===== src/rtl/adcseq_pkg.sv =====
package adcseq_pkg;
   localparam int SETUP_W = 8;
   localparam int GCODE_W = 3;
   localparam int GAIN_N  = 1 << GCODE_W;

   localparam int POS_MODE_HI = 7;
   localparam int POS_MODE_LO = 6;
   localparam int POS_GAIN_HI = 5;
   localparam int POS_GAIN_LO = 3;
   localparam int POS_UNI     = 2;
   localparam int POS_BUF     = 1;
   localparam int POS_SYNC    = 0;

   localparam logic [SETUP_W-1:0] SETUP_RST = 8'h01;

   localparam logic [1:0] MODE_NORM = 2'b00;
   localparam logic [1:0] MODE_SELF = 2'b01;
   localparam logic [1:0] MODE_SZS  = 2'b10;
   localparam logic [1:0] MODE_SFS  = 2'b11;

   typedef enum logic [2:0] {
      ST_HOLD,
      ST_SETTLE,
      ST_NORM,
      ST_CALZ,
      ST_CALF
   } seq_state_t;
endpackage


===== src/rtl/adcseq_setup_reg.sv =====
module adcseq_setup_reg
   import adcseq_pkg::*;
(
   input  logic               clk,
   input  logic               rst_n,
   input  logic               wr,
   input  logic [SETUP_W-1:0] wdata,
   input  logic               cal_done,
   output logic [SETUP_W-1:0] setup,
   output logic [1:0]         mode,
   output logic               fsync,
   output logic               unipolar,
   output logic               buf_en,
   output logic [GAIN_N-1:0]  gain_mult
);
   logic [GCODE_W-1:0] gcode;

   always_ff @(posedge clk or negedge rst_n) begin
      if (!rst_n) begin
         setup <= SETUP_RST;
      end else if (wr) begin
         setup <= wdata;
      end else if (cal_done) begin
         setup[POS_MODE_HI:POS_MODE_LO] <= MODE_NORM;
      end
   end

   assign mode     = setup[POS_MODE_HI:POS_MODE_LO];
   assign gcode    = setup[POS_GAIN_HI:POS_GAIN_LO];
   assign fsync    = setup[POS_SYNC];
   assign unipolar = setup[POS_UNI];
   assign buf_en   = setup[POS_BUF];

   for (genvar k = 0; k < GAIN_N; k++) begin : g_gain
      assign gain_mult[k] = (gcode == GCODE_W'(k));
   end
endmodule


===== src/rtl/adcseq_fsm.sv =====
module adcseq_fsm
   import adcseq_pkg::*;
#(
   parameter int CAL_TICKS    = 4,
   parameter int SETTLE_TICKS = 3
) (
   input  logic       clk,
   input  logic       rst_n,
   input  logic       wr,
   input  logic [1:0] wr_mode,
   input  logic       wr_sync,
   input  logic [1:0] mode,
   input  logic       tick,
   output logic       load_data,
   output logic       cap_off,
   output logic       cap_gain,
   output logic       cal_start,
   output logic       cal_done,
   output logic       in_short,
   output logic       ref_int,
   output logic       cal_busy
);
   localparam int MAX_T = (CAL_TICKS > SETTLE_TICKS) ? CAL_TICKS : SETTLE_TICKS;
   localparam int CNT_W = $clog2(MAX_T + 1);
   localparam logic [CNT_W-1:0] CAL_LAST = CNT_W'(CAL_TICKS - 1);
   localparam logic [CNT_W-1:0] SET_LAST = CNT_W'(SETTLE_TICKS - 1);

   seq_state_t state, entry;
   logic [CNT_W-1:0] cnt;
   logic cal_last, set_last, self_mode, live_tick;

   always_comb begin
      if (wr_sync)                   entry = ST_HOLD;
      else if (wr_mode == MODE_NORM) entry = ST_SETTLE;
      else if (wr_mode == MODE_SFS)  entry = ST_CALF;
      else                           entry = ST_CALZ;
   end

   assign self_mode = (mode == MODE_SELF);
   assign cal_last  = (cnt == CAL_LAST);
   assign set_last  = (cnt == SET_LAST);
   assign live_tick = tick && !wr;

   always_ff @(posedge clk or negedge rst_n) begin
      if (!rst_n) begin
         state <= ST_HOLD;
         cnt   <= '0;
      end else if (wr) begin
         state <= entry;
         cnt   <= '0;
      end else if (tick) begin
         unique case (state)
            ST_SETTLE: begin
               if (set_last) begin
                  state <= ST_NORM;
                  cnt   <= '0;
               end else begin
                  cnt <= cnt + 1'b1;
               end
            end
            ST_CALZ: begin
               if (cal_last) begin
                  state <= self_mode ? ST_CALF : ST_NORM;
                  cnt   <= '0;
               end else begin
                  cnt <= cnt + 1'b1;
               end
            end
            ST_CALF: begin
               if (cal_last) begin
                  state <= ST_NORM;
                  cnt   <= '0;
               end else begin
                  cnt <= cnt + 1'b1;
               end
            end
            default: ;
         endcase
      end
   end

   assign load_data = live_tick && ((state == ST_NORM) || (state == ST_SETTLE && set_last));
   assign cap_off   = live_tick && (state == ST_CALZ) && cal_last;
   assign cap_gain  = live_tick && (state == ST_CALF) && cal_last;
   assign cal_done  = cap_gain || (cap_off && !self_mode);
   assign cal_start = wr && (entry == ST_CALZ || entry == ST_CALF);
   assign in_short  = (state == ST_CALZ) && self_mode;
   assign ref_int   = (state == ST_CALF) && self_mode;
   assign cal_busy  = (state == ST_CALZ) || (state == ST_CALF);
endmodule


===== src/rtl/adcseq_store.sv =====
module adcseq_store #(
   parameter int DATA_W    = 16,
   parameter bit LOAD_WINS = 1'b1
) (
   input  logic              clk,
   input  logic              rst_n,
   input  logic [DATA_W-1:0] sample,
   input  logic              load_data,
   input  logic              cap_off,
   input  logic              cap_gain,
   input  logic              cal_start,
   input  logic              data_rd,
   output logic [DATA_W-1:0] data_q,
   output logic [DATA_W-1:0] offset_q,
   output logic [DATA_W-1:0] gain_q,
   output logic              drdy
);
   always_ff @(posedge clk or negedge rst_n) begin
      if (!rst_n) begin
         data_q   <= '0;
         offset_q <= '0;
         gain_q   <= '0;
      end else begin
         if (load_data) data_q   <= sample;
         if (cap_off)   offset_q <= sample;
         if (cap_gain)  gain_q   <= sample;
      end
   end

   if (LOAD_WINS) begin : g_load_first
      always_ff @(posedge clk or negedge rst_n) begin
         if (!rst_n)                    drdy <= 1'b1;
         else if (load_data)            drdy <= 1'b0;
         else if (cal_start || data_rd) drdy <= 1'b1;
      end
   end else begin : g_read_first
      always_ff @(posedge clk or negedge rst_n) begin
         if (!rst_n)                    drdy <= 1'b1;
         else if (cal_start || data_rd) drdy <= 1'b1;
         else if (load_data)            drdy <= 1'b0;
      end
   end
endmodule


===== src/rtl/adc_cal_sequencer.sv =====
module adc_cal_sequencer
   import adcseq_pkg::*;
#(
   parameter int DATA_W       = 16,
   parameter int CAL_TICKS    = 4,
   parameter int SETTLE_TICKS = 3,
   parameter bit LOAD_WINS    = 1'b1
) (
   input  logic              clk,
   input  logic              rst_n,
   input  logic              reg_wr,
   input  logic [7:0]        reg_wdata,
   output logic [7:0]        setup_q,
   input  logic              data_rd,
   output logic [DATA_W-1:0] data_q,
   output logic              drdy,
   input  logic              upd_tick,
   input  logic [DATA_W-1:0] sample,
   output logic              filt_rst,
   output logic              in_short,
   output logic              ref_int,
   output logic              cal_busy,
   output logic [7:0]        gain_mult,
   output logic              unipolar,
   output logic              buf_en,
   output logic [DATA_W-1:0] offset_q,
   output logic [DATA_W-1:0] gain_q
);
   if (DATA_W < 8)        begin : g_bad_w  $error("DATA_W must be at least 8"); end
   if (CAL_TICKS < 1)     begin : g_bad_c  $error("CAL_TICKS must be at least 1"); end
   if (SETTLE_TICKS < 1)  begin : g_bad_s  $error("SETTLE_TICKS must be at least 1"); end
   if (GAIN_N != 8)       begin : g_bad_g  $error("gain decode must be 8 wide"); end

   logic [1:0] mode;
   logic load_data, cap_off, cap_gain, cal_start, cal_done;

   adcseq_setup_reg u_setup (
      .clk       (clk),
      .rst_n     (rst_n),
      .wr        (reg_wr),
      .wdata     (reg_wdata),
      .cal_done  (cal_done),
      .setup     (setup_q),
      .mode      (mode),
      .fsync     (filt_rst),
      .unipolar  (unipolar),
      .buf_en    (buf_en),
      .gain_mult (gain_mult)
   );

   adcseq_fsm #(
      .CAL_TICKS    (CAL_TICKS),
      .SETTLE_TICKS (SETTLE_TICKS)
   ) u_fsm (
      .clk       (clk),
      .rst_n     (rst_n),
      .wr        (reg_wr),
      .wr_mode   (reg_wdata[POS_MODE_HI:POS_MODE_LO]),
      .wr_sync   (reg_wdata[POS_SYNC]),
      .mode      (mode),
      .tick      (upd_tick),
      .load_data (load_data),
      .cap_off   (cap_off),
      .cap_gain  (cap_gain),
      .cal_start (cal_start),
      .cal_done  (cal_done),
      .in_short  (in_short),
      .ref_int   (ref_int),
      .cal_busy  (cal_busy)
   );

   adcseq_store #(
      .DATA_W    (DATA_W),
      .LOAD_WINS (LOAD_WINS)
   ) u_store (
      .clk       (clk),
      .rst_n     (rst_n),
      .sample    (sample),
      .load_data (load_data),
      .cap_off   (cap_off),
      .cap_gain  (cap_gain),
      .cal_start (cal_start),
      .data_rd   (data_rd),
      .data_q    (data_q),
      .offset_q  (offset_q),
      .gain_q    (gain_q),
      .drdy      (drdy)
   );
endmodule


===== config.mk =====
export PLATFORM = sky130hd
export DESIGN_NAME = adc_cal_sequencer
export DESIGN_NICKNAME = d
export VERILOG_FILES = /design/src/rtl/adcseq_pkg.sv /design/src/rtl/adcseq_setup_reg.sv /design/src/rtl/adcseq_fsm.sv /design/src/rtl/adcseq_store.sv /design/src/rtl/adc_cal_sequencer.sv
export SDC_FILE = /design/constraint.sdc
export NUM_CORES = 1
export LEC_CHECK = 0
export ABC_CLOCK_PERIOD_IN_PS = 3300
export BUFFER_PORTS_ARGS = -buffer_cell sky130_fd_sc_hd__buf_4
export CORE_UTILIZATION = 45
export CTS_BUF_LIST = sky130_fd_sc_hd__clkbuf_4 sky130_fd_sc_hd__clkbuf_8
export DETAILED_ROUTE_END_ITERATION = 10
export PLACE_DENSITY = 0.81
export SLEW_MARGIN = 5
export SYNTH_ARGS = -nofsm -noshare
export SYNTH_HDL_FRONTEND = slang
export SYNTH_SLANG_ARGS = --single-unit

===== constraint.sdc =====
create_clock -name clk -period 3.3 [get_ports clk]
set_input_delay 0.33 -clock clk [delete_from_list [all_inputs] [get_ports clk]]
set_output_delay 0.33 -clock clk [all_outputs]
set_load 0.03 [all_outputs]

==> impl_metrics.env, run 1 <==
export IMPL_outcome="completed"
export IMPL_synth_edff_count=0
export IMPL_dpl_instance_area_um2=3592
export IMPL_max_cap_violations=0
export IMPL_starting_utilization_of_the_core_area=0.4738
export IMPL_netlist_top_cells_area="dfrtp_1 53%, mux2_2 18%, mux2_4 4.7%"
export IMPL_fin_tns_setup_ns=0
export IMPL_cts_inserted_buffers=9
export IMPL_area_growth_syn_to_layout_pct=32.87
export IMPL_total_switching_power_mw=0.7017
export IMPL_main_flop_type_after_synthesis="dfrtp_1"
export IMPL_maximum_clock_frequency_mhz=430.5
export IMPL_crit_path_max_fanout=12
export IMPL_yosys_warnings=0
export IMPL_pins_over_their_slew_limit=0
export IMPL_num_vias=2023
export IMPL_buffer_ports_inserted=99
export IMPL_mappedNetlistNets=245
export IMPL_p_leak_nw=1.972
export IMPL_clock_root_buffer="clkbuf_8"
export IMPL_detailed_place_hpwl_um=4372
export IMPL_cp_slowest_stage_delay_ns=0.49
export IMPL_post_route_cells_drive_above_1_share=0.5659
export IMPL_timing_worst_slew_pin_value_ns=0.9441
export IMPL_cts_hold_repair_buffers=0
export IMPL_ctsHtreeMaxLevel=3
export IMPL_avgRoutedWirePerCell_um=15.83
export IMPL_grt_antenna_before_repair=0
export IMPL_comb_power_share=0.264
export IMPL_critical_path_startpoint_type="flop"
export IMPL_clock_sinks=63
export IMPL_grt_max_degree=64
export IMPL_synth_area_um2=2855
export IMPL_clock_insertion_delay_worst_skew_ns=0.34
export IMPL_worst_hold_path_type="primary input to async pin"
export IMPL_register_area_um2=1579
export IMPL_yosys_register_bits=63
export IMPL_num_fill_cells=467
export IMPL_synth_seq_area_share=0.5530
export IMPL_synth_avg_cell_area_um2=13.60
export IMPL_clock_pin_slew_on_the_worst_setup_and_hold_paths_ns=0.07
export IMPL_grt_overflow_total=0
export IMPL_gr_usage_all_layers=0.1972
export IMPL_async_reset_ff_frac=1.000
export IMPL_design_portCount=100
export IMPL_dieWidth_um=81.66
export IMPL_die_area_um2=6668
export IMPL_vdd_ir_drop_max_uv=341.8
export IMPL_cpLargestDelayFamily="simple AND/OR/NAND/NOR gates"
export IMPL_seq_power_share=0.427
export IMPL_synth_lib_cells_used_distinct=38
export IMPL_cp_common_cell="ha_1"
export IMPL_grt_first_pass_wirelength_um=9646
export IMPL_synthDominantCellAreaShare=0.5346
export IMPL_period_minus_slack_ns=2.323
export IMPL_count_leader_synth="dfrtp_1"
export IMPL_power_per_unit_of_standard_cell_area_nw_per_um2=579.3
export IMPL_first_pass_iters=4
export IMPL_core_region_area_um2=6026
export IMPL_path_cells="ha_1 -> ha_1 -> nand3b_1 -> nor2_2 -> buf_4 -> mux2_2"
export IMPL_switching_share=0.3193
export IMPL_core_rowCount=28
export IMPL_synthTopCellsByCount="61 x dfrtp_1, 45 x mux2_2, 9 x mux2_4"
export IMPL_final_net_count=341
export IMPL_tritoncts="yes"
export IMPL_internal_power_mw=1.496
export IMPL_max_slew_margin_rel=0.3706
export IMPL_hold_viol_final=0
export IMPL_cp_end_kind="flop"
export IMPL_cp_data_required_time_ns=3.52
export IMPL_post_synthesis_cell_count=210
export IMPL_crit_type="flop to flop"
export IMPL_stdcell_area_um2=3794
export IMPL_finalClockSkew_ns=0.005544
export IMPL_first_global_vias=2090
export IMPL_dieHeight_um=81.66
export IMPL_most_area_hungry_cell_type_in_the_yosys_netlist="dfrtp_1"
export IMPL_final_ant_viol_nets=0
export IMPL_post_cts_setup_buffer_count=0
export IMPL_period_share=0.7040
export IMPL_postCtsResizedCells=0
export IMPL_totalWireLength_um=6109
export IMPL_rsz0062_at_grt="false"
export IMPL_clkPwrFrac=0.309
export IMPL_worst_path_max_delay_cell="nor2_2"
export IMPL_multi_input_comb_area_um2=1150
export IMPL_antenna_diode_count=0
export IMPL_vias_per_cell=5.241
export IMPL_gp_congestion=0.8430
export IMPL_setup_viol_count_final=0
export IMPL_dr_first_iter_drc_count=141
export IMPL_worst_path_buf_inv=1
export IMPL_drc_errors=0
export IMPL_cts_buffer_depth=2
export IMPL_critPathArrivalTime_ns=2.55
[routing by layer]
metal  vias up  wire (um)  track usage
li1        929          -            -
met3        10        426      0.06444
met5         -          0            0
met2        67       3079       0.3375
met4         0         99      0.08772
met1      1017       2504       0.2242
[power groups by stage]
stage / Combinational [mW] / Sequential [mW] / Clock (mW)
global route: 0.618 / 0.951 / 0.727
global placement: 0.574 / 0.948 / 0
CTS: 0.586 / 0.938 / 0.696
finish: 0.579 / 0.939 / 0.679
floorplan: 0.206 / 1.09 / 0
detailed placement: 0.587 / 0.949 / 0
[area by class of cell]
| cell class | count | share of cell area |
|---|---|---|
| multi-input cells | 127 | 0.3031 |
| repair buffers | 100 | 0.1979 |
| clock inverters | 5 | 0.01484 |
| flip-flops and latches | 63 | 0.4162 |
| clock buffers | 11 | 0.03826 |
| inverters | 5 | 0.004947 |
| well taps | 75 | 0.02474 |
[cell families after synthesis]
group | Yosys count | share of synthesized area
AOI/OAI and AO/OA | 23 | 0.05653
muxes | 54 | 0.2248
adders and majority gates | 6 | 0.02629
buffers and inverters | 20 | 0.04513
and+or+nand+nor | 44 | 0.09421
DFF | 63 | 0.5530
[cells in the final DEF, fill, tap and decap left out, types with 2 or more instances in the layout]
master	count
a21oi_1	5
and2b_1	2
and3_1	2
buf_4	100
clkbuf_8	10
clkinv_2	2
dfrtp_1	61
dfstp_2	2
ha_1	6
inv_1	5
mux2_2	45
mux2_4	9
nand2_1	5
nand2b_1	4
nand3_1	2
nand3b_1	4
nor2_1	7
nor2b_1	4
nor3_1	3
nor3b_1	4
o21ai_0	7
o31ai_1	3
or3_1	2
[through the flow]
step / utilization / hold slack (ns) / cells / power [mW] / setup slack, ns
3_3_place_gp: 0.5961 / 0.4673 / 370 / 1.523 / 1.030
3_5_place_dp: 0.5961 / 0.4686 / 370 / 1.536 / 0.9529
5_1_grt: 0.6296 / 0.1495 / 386 / 2.296 / 0.8284
6_report: 0.6296 / 0.06644 / 386 / 2.198 / 0.9768
4_1_cts: 0.6296 / 0.09912 / 386 / 2.220 / 0.9409
2_1_floorplan: - / 0.03441 / 210 / 1.301 / 1.448
[flip-flops by register name (all words and copies together) (netlist names)]
name	flops
u_fsm.cnt	3
u_fsm.state	3
u_setup.setup	8
u_store.data_q	16
u_store.drdy	1
u_store.gain_q	16
u_store.offset_q	16
[worst register-to-register path, delay by kind of cell (launching register included)]
kind / cells / cell delay (ns)
and+or+nand+nor: 2 / 0.74
DFF: 1 / 0.40
adders and majority gates: 2 / 0.40
muxes: 1 / 0.36
buffers and inverters: 1 / 0.32
[final timing paths]
kind | startpoint | depth (start not counted) | slack, ns | end
min in group clk | data_rd | 2 | 0.22 | u_store.drdy$_DFFE_PN1P_
max in group asynchronous | rst_n | 1 | 2.72 | u_fsm.state[0]$_DFFE_PN0P_
hold / removal | rst_n | 1 | 0.07 | u_store.offset_q[4]$_DFFE_PN0P_
hold reg to reg | u_store.offset_q[15]$_DFFE_PN0P_ | 1 | 0.51 | u_store.offset_q[15]$_DFFE_PN0P_
setup / recovery | u_fsm.cnt[0]$_DFFE_PN0P_ | 6 | 0.98 | u_store.offset_q[2]$_DFFE_PN0P_
setup reg to reg | u_fsm.cnt[0]$_DFFE_PN0P_ | 6 | 0.98 | u_store.offset_q[2]$_DFFE_PN0P_
Note: power is estimated with default switching activity, not from simulation.
==> run 2, diff against run 1 <==
--- a/config.mk
+++ b/config.mk
@@ -5,12 +5,12 @@
 export SDC_FILE = /design/constraint.sdc
 export NUM_CORES = 1
 export LEC_CHECK = 0
-export ABC_CLOCK_PERIOD_IN_PS = 3300
+export ABC_CLOCK_PERIOD_IN_PS = 1900
 export BUFFER_PORTS_ARGS = -buffer_cell sky130_fd_sc_hd__buf_4
 export CORE_UTILIZATION = 45
 export CTS_BUF_LIST = sky130_fd_sc_hd__clkbuf_4 sky130_fd_sc_hd__clkbuf_8
 export DETAILED_ROUTE_END_ITERATION = 10
-export PLACE_DENSITY = 0.81
+export PLACE_DENSITY = 0.84
 export SLEW_MARGIN = 5
 export SYNTH_ARGS = -nofsm -noshare
 export SYNTH_HDL_FRONTEND = slang
==> constraint.sdc (replaced) <==
create_clock -name clk -period 1.9 [get_ports clk]
set_input_delay 0.19 -clock clk [delete_from_list [all_inputs] [get_ports clk]]
set_output_delay 0.19 -clock clk [all_outputs]
set_load 0.03 [all_outputs]
==> run 2 against run 1 <==
- die area unchanged
- sequential power grew 71%
- via count grew 2.7%
- sequential cell count is the same
- worst setup slack worse by 0.93 ns
- utilization grew 3.7 points
- critical path type unchanged
- largest power group unchanged
==> impl_metrics.env, run 2 (synthesis gave the netlist of run 1 again) <==
export IMPL_clock_root_buffer="clkbuf_8"
export IMPL_dp_cells=377
export IMPL_core_region_area_um2=6026
export IMPL_critical_path_startpoint_type="flop"
export IMPL_critPathArrivalTime_ns=2.06
export IMPL_first_pass_iters=4
export IMPL_vias_per_cell=5.219
export IMPL_dpl_instance_area_um2=3657
export IMPL_area_growth_syn_to_layout_pct=40.71
export IMPL_design_portCount=100
export IMPL_cp_end_kind="flop"
export IMPL_grt_max_degree=64
export IMPL_worst_hold_path_type="primary input to flop"
export IMPL_clock_sinks=63
export IMPL_outcome="completed"
export IMPL_vdd_ir_drop_max_uv=622.4
export IMPL_crit_type="flop to flop"
export IMPL_num_fill_cells=466
export IMPL_cts_inserted_buffers=9
export IMPL_pins_over_their_slew_limit=0
export IMPL_finalNonFillerCells=398
export IMPL_setup_viol_count_final=0
export IMPL_starting_utilization_of_the_core_area=0.4738
export IMPL_gr_usage_all_layers=0.2080
export IMPL_maximum_clock_frequency_mhz=540.8
export IMPL_timing_worst_slew_pin_value_ns=0.7823
export IMPL_grt_first_pass_wirelength_um=10200
export IMPL_crit_path_max_fanout=11
export IMPL_num_vias=2077
export IMPL_commonest_cells_after_routing_fill_and_taps_aside="108 x buf_4, 59 x dfrtp_1, 45 x mux2_2"
export IMPL_dr_first_iter_drc_count=122
export IMPL_final_core_util=0.6667
export IMPL_stdcell_area_um2=4018
export IMPL_finalClockSkew_ns=0.005735
export IMPL_tritoncts="yes"
export IMPL_cp_data_required_time_ns=2.11
export IMPL_hold_viol_final=0
export IMPL_clock_insertion_delay_worst_skew_ns=0.33
export IMPL_max_cap_violations=0
export IMPL_dieWidth_um=81.66
export IMPL_rsz0062_at_grt="true"
export IMPL_totalWireLength_um=6630
export IMPL_grt_overflow_total=0
export IMPL_ctsHtreeMaxLevel=3
export IMPL_p_leak_nw=2.066
export IMPL_grt_antenna_before_repair=0
export IMPL_power_per_unit_of_standard_cell_area_nw_per_um2=1026
export IMPL_worst_hold_slack_ns=0.08838
export IMPL_detailed_place_hpwl_um=4550
export IMPL_max_slew_margin_rel=0.4785
export IMPL_cts_buffer_depth=2
export IMPL_avgRoutedWirePerCell_um=16.66
export IMPL_gp_congestion=0.8150
export IMPL_period_minus_slack_ns=1.849
export IMPL_final_net_count=354
export IMPL_layout_cells_most_common="buf_4"
export IMPL_clock_pin_slew_on_the_worst_setup_and_hold_paths_ns=0.07
export IMPL_final_ant_viol_nets=0
export IMPL_dieHeight_um=81.66
export IMPL_die_area_um2=6668
export IMPL_buffer_ports_inserted=99
export IMPL_antenna_diode_count=0
export IMPL_largestRegisters="u_store.data_q x16, u_store.gain_q x16, u_store.offset_q x16"
export IMPL_fin_tns_setup_ns=0
export IMPL_post_route_cells_drive_above_1_share=0.6099
export IMPL_core_rowCount=28
export IMPL_drc_errors=0
export IMPL_period_share=0.9733
export IMPL_first_global_vias=2100
==> run 2: cell types whose count changed in the layout (fill, tap and decap cells not counted), sizes merged <==
| cell | previous run | this run |
|---|---|---|
| inv | 6 | 5 |
| clkinvlp | 1 | 0 |
| clkinv | 2 | 0 |
| clkbuf | 11 | 12 |
| bufinv | 1 | 3 |
| dlygate4sd3 | 0 | 1 |
| buf | 100 | 112 |
==> run 2: report_power, final <==
group	leakage, nW	switching [mW]	total (mW)	internal, mW
Clock	0.126	0.498	1.45	0.952
Combinational	1.12	0.592	1.06	0.469
Sequential	0.818	0.111	1.61	1.50
==> run 2: worst paths after layout <==
path	cells after the start	slack [ns]	to	from
worst max-delay path	7	0.05	u_store.data_q[8]$_DFFE_PN0P_	u_fsm.cnt[0]$_DFFE_PN0P_
worst min-delay path	2	0.09	u_setup.setup[2]$_DFFE_PN0P_	reg_wdata[2]
worst max register to register	7	0.05	u_store.data_q[8]$_DFFE_PN0P_	u_fsm.cnt[0]$_DFFE_PN0P_
worst min register to register	1	0.51	u_store.offset_q[0]$_DFFE_PN0P_	u_store.offset_q[0]$_DFFE_PN0P_
max in group asynchronous	2	0.87	u_fsm.state[1]$_DFFE_PN0P_	rst_n
min in group asynchronous	2	0.49	u_fsm.state[2]$_DFFE_PN0P_	rst_n
==> run 2: layer usage <==
metal  global-route usage  wire length (um)  part of all wire
met4              0.08947                51            0.0077
met1               0.2522              2720              0.41
met2               0.3450              3464              0.52
met3              0.06000               394             0.059
met5                    0                 0                 0
==> run 2: critical path: stages (launching register included) <==
cell and delay, ns:
dfrtp_1 0.43, inv_1 0.09, ha_2 0.18, and2b_2 0.17, a21oi_2 0.06, or3_4 0.35
buf_12 0.17, mux2_4 0.29
==> run 2: final cells by class <==
| class | count | area (um2) | share of cell area |
|---|---|---|---|
| sequential | 63 | 1582 | 0.3936 |
| clock buffer | 12 | 158.9 | 0.03955 |
| tap | 75 | 93.84 | 0.02336 |
| inverter | 5 | 18.77 | 0.004671 |
| multi-input combinational | 127 | 1182 | 0.2943 |
| clock inverter | 3 | 90.09 | 0.02242 |
| timing repair buffer | 113 | 892.1 | 0.2220 |
==> run 2: metrics by stage <==
step | setup slack, ns | power [mW]
floorplan | 0.1128 | 2.260
global placement | 0.06179 | 2.651
detailed placement | -0.07103 | 2.678
CTS | 0.01276 | 4.136
global route | -0.02308 | 4.295
finish | 0.05075 | 4.124
==> run 2: repair_timing <==
item	CTS	global route
hold endpoints to repair	61	0
hold buffers	1	0
resized for setup	3	9
pin swaps	1	3
endpoints found under the setup margin	35	38
buffers inserted	1	4
